`src/rtl/dma_rb_pkg.sv`:
```
package dma_rb_pkg;
    localparam int NUM_SRC = 7;
    localparam int PTR_W   = $clog2(NUM_SRC + 1);
    localparam int DATA_W  = 8;
    localparam logic [DATA_W-1:0] RESET_DATA = 8'h38;

    typedef enum logic [2:0] {
        SRC_STAT  = 3'd0,
        SRC_BC_LO = 3'd1,
        SRC_BC_HI = 3'd2,
        SRC_A_LO  = 3'd3,
        SRC_A_HI  = 3'd4,
        SRC_B_LO  = 3'd5,
        SRC_B_HI  = 3'd6
    } src_e;

    typedef struct packed {
        src_e [NUM_SRC-1:0] list;
        logic [PTR_W-1:0]   len;
        logic [PTR_W-1:0]   ptr;
        logic [DATA_W-1:0]  data;
    } rb_state_t;
endpackage

```
`src/rtl/dma_rb_list_build.sv`:
```
module dma_rb_list_build
    import dma_rb_pkg::*;
(
    input  logic [NUM_SRC-1:0]  mask_i,
    output src_e [NUM_SRC-1:0]  list_o,
    output logic [PTR_W-1:0]    len_o
);
    logic [PTR_W-1:0] pos;

    always_comb begin
        list_o = '{default: SRC_STAT};
        pos    = '0;
        for (int i = 0; i < NUM_SRC; i++) begin
            if (mask_i[i]) begin
                list_o[pos[2:0]] = src_e'(3'(i));
                pos = pos + 1'b1;
            end
        end
        len_o = pos;
    end
endmodule

```
`src/rtl/dma_rb_status.sv`:
```
module dma_rb_status
    import dma_rb_pkg::*;
(
    input  logic              enable_i,
    input  logic [1:0]        mode_i,
    input  logic              ready_pol_i,
    input  logic              ready_n_i,
    input  logic              match_seen_i,
    input  logic              block_end_i,
    output logic [DATA_W-1:0] status_o
);
    always_comb begin
        status_o    = '0;
        status_o[0] = enable_i;
        status_o[1] = (mode_i != 2'd1) && (ready_n_i != ready_pol_i);
        status_o[4] = ~match_seen_i;
        status_o[5] = ~block_end_i;
    end
endmodule

```
`src/rtl/dma_readback_seq.sv`:
```
module dma_readback_seq
    import dma_rb_pkg::*;
#(
    parameter int CNT_W = 16
) (
    input  logic              clk_i,
    input  logic              rst_ni,
    input  logic [6:0]        mask_i,
    input  logic              rebuild_i,
    input  logic              stat_rebuild_i,
    input  logic              rd_i,
    input  logic [CNT_W-1:0]  byte_cnt_i,
    input  logic [CNT_W-1:0]  cnt_a_i,
    input  logic [CNT_W-1:0]  cnt_b_i,
    input  logic              enable_i,
    input  logic [1:0]        mode_i,
    input  logic              ready_pol_i,
    input  logic              ready_n_i,
    input  logic              match_seen_i,
    input  logic              block_end_i,
    output logic [7:0]        rd_data_o
);
    localparam logic [NUM_SRC-1:0] STAT_ONLY = NUM_SRC'(1);

    rb_state_t          st_q, st_d;
    logic [NUM_SRC-1:0] eff_mask;
    src_e [NUM_SRC-1:0] built_list;
    logic [PTR_W-1:0]   built_len;
    logic [DATA_W-1:0]  status;
    logic               any_rebuild;

    assign eff_mask    = stat_rebuild_i ? STAT_ONLY : mask_i;
    assign any_rebuild = rebuild_i | stat_rebuild_i;

    dma_rb_list_build u_build (
        .mask_i (eff_mask),
        .list_o (built_list),
        .len_o  (built_len)
    );

    dma_rb_status u_status (
        .enable_i     (enable_i),
        .mode_i       (mode_i),
        .ready_pol_i  (ready_pol_i),
        .ready_n_i    (ready_n_i),
        .match_seen_i (match_seen_i),
        .block_end_i  (block_end_i),
        .status_o     (status)
    );

    function automatic logic [DATA_W-1:0] pick(src_e s, logic [DATA_W-1:0] stat,
                                               logic [CNT_W-1:0] bc,
                                               logic [CNT_W-1:0] ca,
                                               logic [CNT_W-1:0] cb);
        case (s)
            SRC_STAT:  pick = stat;
            SRC_BC_LO: pick = bc[7:0];
            SRC_BC_HI: pick = bc[15:8];
            SRC_A_LO:  pick = ca[7:0];
            SRC_A_HI:  pick = ca[15:8];
            SRC_B_LO:  pick = cb[7:0];
            SRC_B_HI:  pick = cb[15:8];
            default:   pick = stat;
        endcase
    endfunction

    always_comb begin
        src_e [NUM_SRC-1:0] cur_list;
        logic [PTR_W-1:0]   cur_len;
        logic [PTR_W-1:0]   cur_ptr;
        st_d     = st_q;
        cur_list = st_q.list;
        cur_len  = st_q.len;
        cur_ptr  = st_q.ptr;
        if (any_rebuild) begin
            cur_list = built_list;
            cur_len  = built_len;
            cur_ptr  = '0;
            st_d.list = built_list;
            st_d.len  = built_len;
            st_d.ptr  = '0;
        end
        if (rd_i) begin
            if (cur_len == '0) begin
                st_d.data = status;
            end else begin
                if (cur_ptr >= cur_len) cur_ptr = '0;
                st_d.data = pick(cur_list[cur_ptr[2:0]], status,
                                 byte_cnt_i, cnt_a_i, cnt_b_i);
                st_d.ptr  = cur_ptr + 1'b1;
            end
        end
    end

    always_ff @(posedge clk_i) begin
        if (!rst_ni) begin
            st_q.list <= '{default: SRC_STAT};
            st_q.len  <= '0;
            st_q.ptr  <= '0;
            st_q.data <= RESET_DATA;
        end else begin
            st_q <= st_d;
        end
    end

    assign rd_data_o = st_q.data;

    // length equals the number of selected sources after a rebuild
    a_r2_len_count: assert property (@(posedge clk_i) disable iff (!rst_ni)
        (rebuild_i && !stat_rebuild_i) |=> st_q.len == PTR_W'($countones($past(mask_i))));

    // status-only rebuild leaves exactly one status entry
    a_r3_stat_only: assert property (@(posedge clk_i) disable iff (!rst_ni)
        stat_rebuild_i |=> (st_q.len == PTR_W'(1) && st_q.list[0] == SRC_STAT));

    // pointer never runs past the list length
    a_r4_ptr_bound: assert property (@(posedge clk_i) disable iff (!rst_ni)
        st_q.ptr <= st_q.len);

    // empty list returns the status byte
    a_r5_empty_status: assert property (@(posedge clk_i) disable iff (!rst_ni)
        (rd_i && !any_rebuild && st_q.len == '0) |=> rd_data_o == $past(status));

    // data holds without a read
    a_r9_hold: assert property (@(posedge clk_i) disable iff (!rst_ni)
        !rd_i |=> $stable(rd_data_o));

    // read together with a rebuild leaves the pointer at 1 for a non-empty list
    a_r8_rebuild_first: assert property (@(posedge clk_i) disable iff (!rst_ni)
        (rd_i && any_rebuild && built_len != '0) |=> st_q.ptr == PTR_W'(1));
endmodule

```
`config.mk`:
```
export PLATFORM = sky130hd
export DESIGN_NAME = dma_readback_seq
export DESIGN_NICKNAME = d
export VERILOG_FILES = /design/src/rtl/dma_rb_pkg.sv /design/src/rtl/dma_rb_list_build.sv /design/src/rtl/dma_rb_status.sv /design/src/rtl/dma_readback_seq.sv
export SDC_FILE = /design/constraint.sdc
export NUM_CORES = 1
export LEC_CHECK = 0
export ABC_AREA = 1
export BUFFER_PORTS_ARGS = -buffer_cell sky130_fd_sc_hd__buf_2
export CAP_MARGIN = 20
export CORE_MARGIN = 1
export CORE_UTILIZATION = 55
export DETAILED_ROUTE_END_ITERATION = 6
export PLACE_DENSITY_LB_ADDON = 0.1
export SETUP_SLACK_MARGIN = 0.3
export SYNTH_ARGS = -nofsm -noshare
export SYNTH_HDL_FRONTEND = slang
export SYNTH_SLANG_ARGS = --single-unit
```
`constraint.sdc`:
```
create_clock -name clk_i -period 6.4 [get_ports clk_i]
set_input_delay 0.64 -clock clk_i [delete_from_list [all_inputs] [get_ports clk_i]]
set_output_delay 0.64 -clock clk_i [all_outputs]
set_load 0.03 [all_outputs]
```
Word level (Yosys, flattened, before mapping)
Cells that the tools add are included.
{ "classes": {"add_sub_neg": 7, "n_lt_le_gt_ge": 14, "eq_ne": 8, "mux": 39, "bitwise_logic": 18, "n_reduce_logical": 8} }
{ "op_table": {"columns": ["operator", "count"], "rows": [
  ["$mux W21", 6],
  ["$mux W3", 20],
  ["$demux W3 S3", 6],
  ["$pmux W8 S6", 1],
  ["$or A14 B14 Y14", 3],
  ["$and A14 B14 Y14", 2],
  ["$not A14 Y14", 2],
  ["$lt A3 B4 Y1 const B", 6],
  ["$and A7 B7 Y7", 3],
  ["$not A7 Y7", 3],
  ["$mux W19", 1],
  ["$add A3 B1 Y3 const B", 6],
  ["$ge A3 B1 Y1 const B", 5],
  ["$mux W11", 1],
  ["$bmux W3 S3", 1],
  ["$eq A3 B3 Y1 const B", 3],
  ["$mux W8", 1],
  ["$logic_and A1 B1 Y1", 7],
  ["$mux W7", 1],
  ["$or A6 B7 Y7", 1],
  ["$or A7 B7 Y7", 1],
  ["$eq A3 B2 Y1 const B", 2],
  ["$lt A1 B4 Y1 const B", 1],
  ["$eq A3 B1 Y1 const B", 1],
  ["other kinds (9)", 10]
]} }
{ "totals": {"ff_bits": 35, "in_bits": 67, "elab_cells": 104} }

Logic depth before layout (Yosys ltp)
{ "logic_depth": {"word_depth": 26, "depth_mapped": 44, "depth_no_buf": 44} }

Cells and area by module
Synthesis repeated with hierarchy kept, for this count alone.
{ "hier_totals": {"hier_cells": 608, "area_unflattened_um2": 3684.8} }
{ "by_module_without_submodules": {"columns": ["module", "instances", "cells_per_inst", "area_each_um2"], "rows": [
  ["dma_readback_seq", 1, 405, 2598.7],
  ["dma_rb_list_build", 1, 189, 1012.2],
  ["dma_rb_status", 1, 14, 73.8]
]} }

Worst setup path after synthesis
Ideal clock, no wire load.
{ "synth_path": {"path_kind": "input-to-reg", "from": "input stat_rebuild_i", "to": "register st_q (netlist bit rd_data_o[1])", "arrival_ns": 5.461, "required_time_ns": 6.281, "path_slack_ns": 0.820, "stages": 41, "path_buffers": 0, "path_cell_list": "inv_4 nand2_1 ha_1 nand3_2 nand2_2 inv_1 ha_1 or2_2 nand2_1 nand2_1 nand3_1 nand2_2 inv_1 ha_1 nand2_1 nand3b_1 nand2_2 nand3_1 [... 5 more ...] nand2_1 nor2_1 a211oi_1 nand2_1 nor2_1 inv_1 nor2_1 nand2_1 nand3_2 inv_2 a21oi_4 nand3_1 nand3_2 nand2_4 nor2_1 nand2_1 nand2_1 a21oi_1"} }
{ "synth_via": {"elab_chain_len": 25} }
{ "synth_rtl": {"columns": ["element", "line_no", "source"], "rows": [
  ["start, declared", "dma_readback_seq.sv:10", "input logic stat_rebuild_i,"],
  ["branches (longest 24 deep; another with $add A3 B1 Y3)", null, null],
  ["$mux W8 *", "dma_readback_seq.sv:84", "if (cur_len == '0) begin"],
  ["end signal, assigned", "dma_readback_seq.sv:102", "st_q <= st_d;"],
  ["end, declared", "dma_readback_seq.sv:25", "rb_state_t st_q, st_d;"]
]} }
Every way passes the cells marked *. The select of a mux whose other input is x is not followed.
A chain may end at the register's enable or synchronous reset.

Final worst setup path
{ "layout_path": {"from": "input stat_rebuild_i", "to": "register st_q (netlist bit rd_data_o[6])"} }
Same word-level chain as after synthesis.

==> flow_summary.toml <==
[die]
rows = 27
start_util = 0.5833
die_w_microns = 79.35
die-area_sq_um = 6296
fp.coreArea_sq_um = 5642
pin_count = 75
die_y_microns = 79.35

[clock_network]
root_buffer = "clkbuf_8"
clk_latency_ns = 0.29
cts-buffers-inserted = 5
path_clk_slew_ns = 0.08
cts_tree = "yes"
clk_path_buf_depth = 2
numClockSinks = 35
htree_levels = 2

[critical_path]
crit_slowest_cell = "or2_2"
worst_setup_path_start_kind = "input port"
critPathLaunch = "stat_rebuild_i"
crit_path_frequent_cell = "nand2_1"
r2r-start = "st_q[8]"
worstPathMaxFanout = 8
critPathKind = "in2reg"
arrival_ns = 5.87
end_kind = "flip-flop"
crit_required_ns = 6.54
slowest_delay_ns = 0.31
reg2reg_slack_ns = 3.19

[timing]
slew_violations = 0
relSlewSlack = 0.3598
fin_crit_sh = 0.8956
fin_crit_ns = 5.732
whs_ns = 0.4691
worstMarginPinSlew_ns = 0.9593
fin_skew_ns = 0.008300
finalHoldViolCount = 0
setup_tns_ns = 0
grt_setup_unrepaired = "false"
fmax_mhz = 174.5
setup_viol = 0

[cells_and_area]
nNetsFinal = 709
final_util = 0.7077
fill_cells = 494
final_area_sq_um = 3993
area_growth_pct = 21.33
antenna_cells = 0
multiInputGateArea_sq_um = 2318
seqCellArea_sq_um = 700.7
drive_gt1_frac = 0.2796

[logic_synthesis]
synth.distinct_cells = 41
netlist_instances = 550
synth_compound_area_frac = 0.1232
synth-simple-area-share = 0.5160
synth_top_family_by_area = "simple AND/OR/NAND/NOR gates"
yosysWarnings = 0
yosys_register_bits = 35
async_reset_ff_frac = 0
syn_nets = 627
ys_seq_area_frac = 0.2129
synthMuxAreaShare = 0
synth_edf_count = 0
synth-main-ff-cell = "dfxtp_1"
synth-adder-area-share = 0.03802
synth-xor-area-share = 0
syn_avg_cell_area_sq_um = 5.983
syn_area_sq_um = 3291

[status]
outcome = "finished, final reports clean"

[worst_hold_path]
min_from = "rd_data_o[7]"
hp-class = "reg2reg"

[routing]
via_per_inst = 5.530
drc = 0
postRouteAntennaNets = 0
dr.first_iter.drc_count = 343
drt_wl_total_microns = 9675
wl_per_cell_microns = 13.72
num_vias = 3899
drtPass1Iterations = 5

[global_routing]
grt_max_degree = 38
grt_pass1_wl_microns = 14810
grt_pass1_vias = 3328
antenna_found_initial = 0
grtUsageTotal = 0.2950
grt_overflow_total = 0

[power]
intPower_uw = 473.8
p_seq_frac = 0.302
p_leak_uw = 0.002043
power.share.clock = 0.259
switching_power_uw = 325.3
combinationalPowerShare = 0.440
swShare = 0.4071
peakVddDrop_uv = 158.2
p_per_area_nw_per_um2 = 200.2

[place]
place_area_sq_um = 3659
portBuffers = 74
globalplace.congestion = 0.9267
dp_hpwl_microns = 7183

[flow_run]
maxCapViolCount = 0
==> area by class of cell <==
| cell class | count | share of cell area |
|---|---|---|
| clock inverter | 3 | 0.01160 |
| timing repair buffer | 93 | 0.1285 |
| clock buffer | 5 | 0.01724 |
| tap | 72 | 0.02256 |
| multi-input combinational | 432 | 0.5807 |
| inverter | 65 | 0.06393 |
| sequential | 35 | 0.1755 |
==> synthesized netlist by cell type, types with 2 or more instances <==
| cell type | count | area, sq um |
|---|---|---|
| o21a_1 | 3 | 22.52 |
| o211ai_1 | 2 | 15.01 |
| nand2_1 | 165 | 619.3 |
| nand2_4 | 6 | 67.56 |
| nor2_4 | 4 | 45.04 |
| o21ai_1 | 5 | 25.02 |
| buf_4 | 10 | 75.07 |
| or2_2 | 8 | 50.05 |
| clkbuf_1 | 3 | 11.26 |
| clkinv_1 | 3 | 11.26 |
| a21oi_1 | 30 | 150.1 |
| dfxtp_1 | 35 | 700.7 |
| inv_1 | 57 | 214.0 |
| nor2_2 | 6 | 37.54 |
| a211oi_1 | 3 | 22.52 |
| nand3_2 | 9 | 90.09 |
| nand2_2 | 17 | 106.4 |
| ha_1 | 10 | 125.1 |
| a21oi_2 | 2 | 17.52 |
| inv_2 | 4 | 15.01 |
| o21ai_0 | 11 | 55.05 |
| nand3_1 | 50 | 250.2 |
| nand4_1 | 31 | 193.9 |
| nor2_1 | 54 | 202.7 |
| nor3_1 | 2 | 10.01 |
| buf_2 | 5 | 25.02 |
==> power by group through the flow <==
stage	clock network [uW]	logic (uW)	registers, uW
6_report	207	351	241
3_3_place_gp	0	299	246
3_5_place_dp	0	304	246
2_1_floorplan	0	236	243
5_1_grt	221	387	243
4_1_cts	210	305	241
==> metal layers <==
metal,track usage,part of all wire
met4,0.07636,0.011
met5,0,0
met1,0.4209,0.47
met3,0.04943,0.071
met2,0.4560,0.45
==> critical path, delay by kind of cell <==
kind	cells	cell delay [ns]
adder cells (fa/ha/maj)	4	0.93
AND/OR/NAND/NOR	27	2.75
buffers and inverters	10	1.21
AO/OA/AOI/OAI	3	0.33
==> kinds of logic (layout without fill, tap and decap cells) <==
| logic type | after synthesis | after routing |
|---|---|---|
| compound gates | 67 | 67 |
| fa+ha+maj | 10 | 10 |
| flops | 35 | 35 |
| buf+inv | 84 | 166 |
| simple gates | 354 | 355 |
==> sequential cells by signal, summed over array words and instances (netlist names) <==
name       cells
rd_data_o      8
st_q          27
==> per-stage QoR <==
step | cells | total power [uW] | setup slack, ns
2_1_floorplan | 550 | 478.2 | 0.8201
3_3_place_gp | 680 | 544.7 | 0.1579
3_5_place_dp | 680 | 549.4 | -0.07246
4_1_cts | 688 | 755.8 | 0.3229
5_1_grt | 705 | 850.5 | 0.2257
6_report | 705 | 799.1 | 0.6681
==> what timing repair did <==
item,4_1_cts,5_1_grt
endpoints found under the setup margin,8,8
hold buffers,0,0
buffers inserted,0,16
pin swaps,0,10
gates resized for setup,1,22
gates cloned,0,1
==> cells in the final DEF, fill, tap and decap left out, drive strengths merged, types with 10 or more instances in the layout <==
master,instances
a21oi,33
buf,93
dfxtp,35
ha,10
inv,63
nand2,189
nand3,60
nand4,31
nor2,64
o21ai,17
==> worst paths after layout <==
check / cells past startpoint / to
max: 44 / rd_data_o[6]
min reg2reg: 2 / rd_data_o[7]
min: 2 / rd_data_o[7]
max reg2reg: 19 / rd_data_o[6]
(Power assumes the default switching activity.)
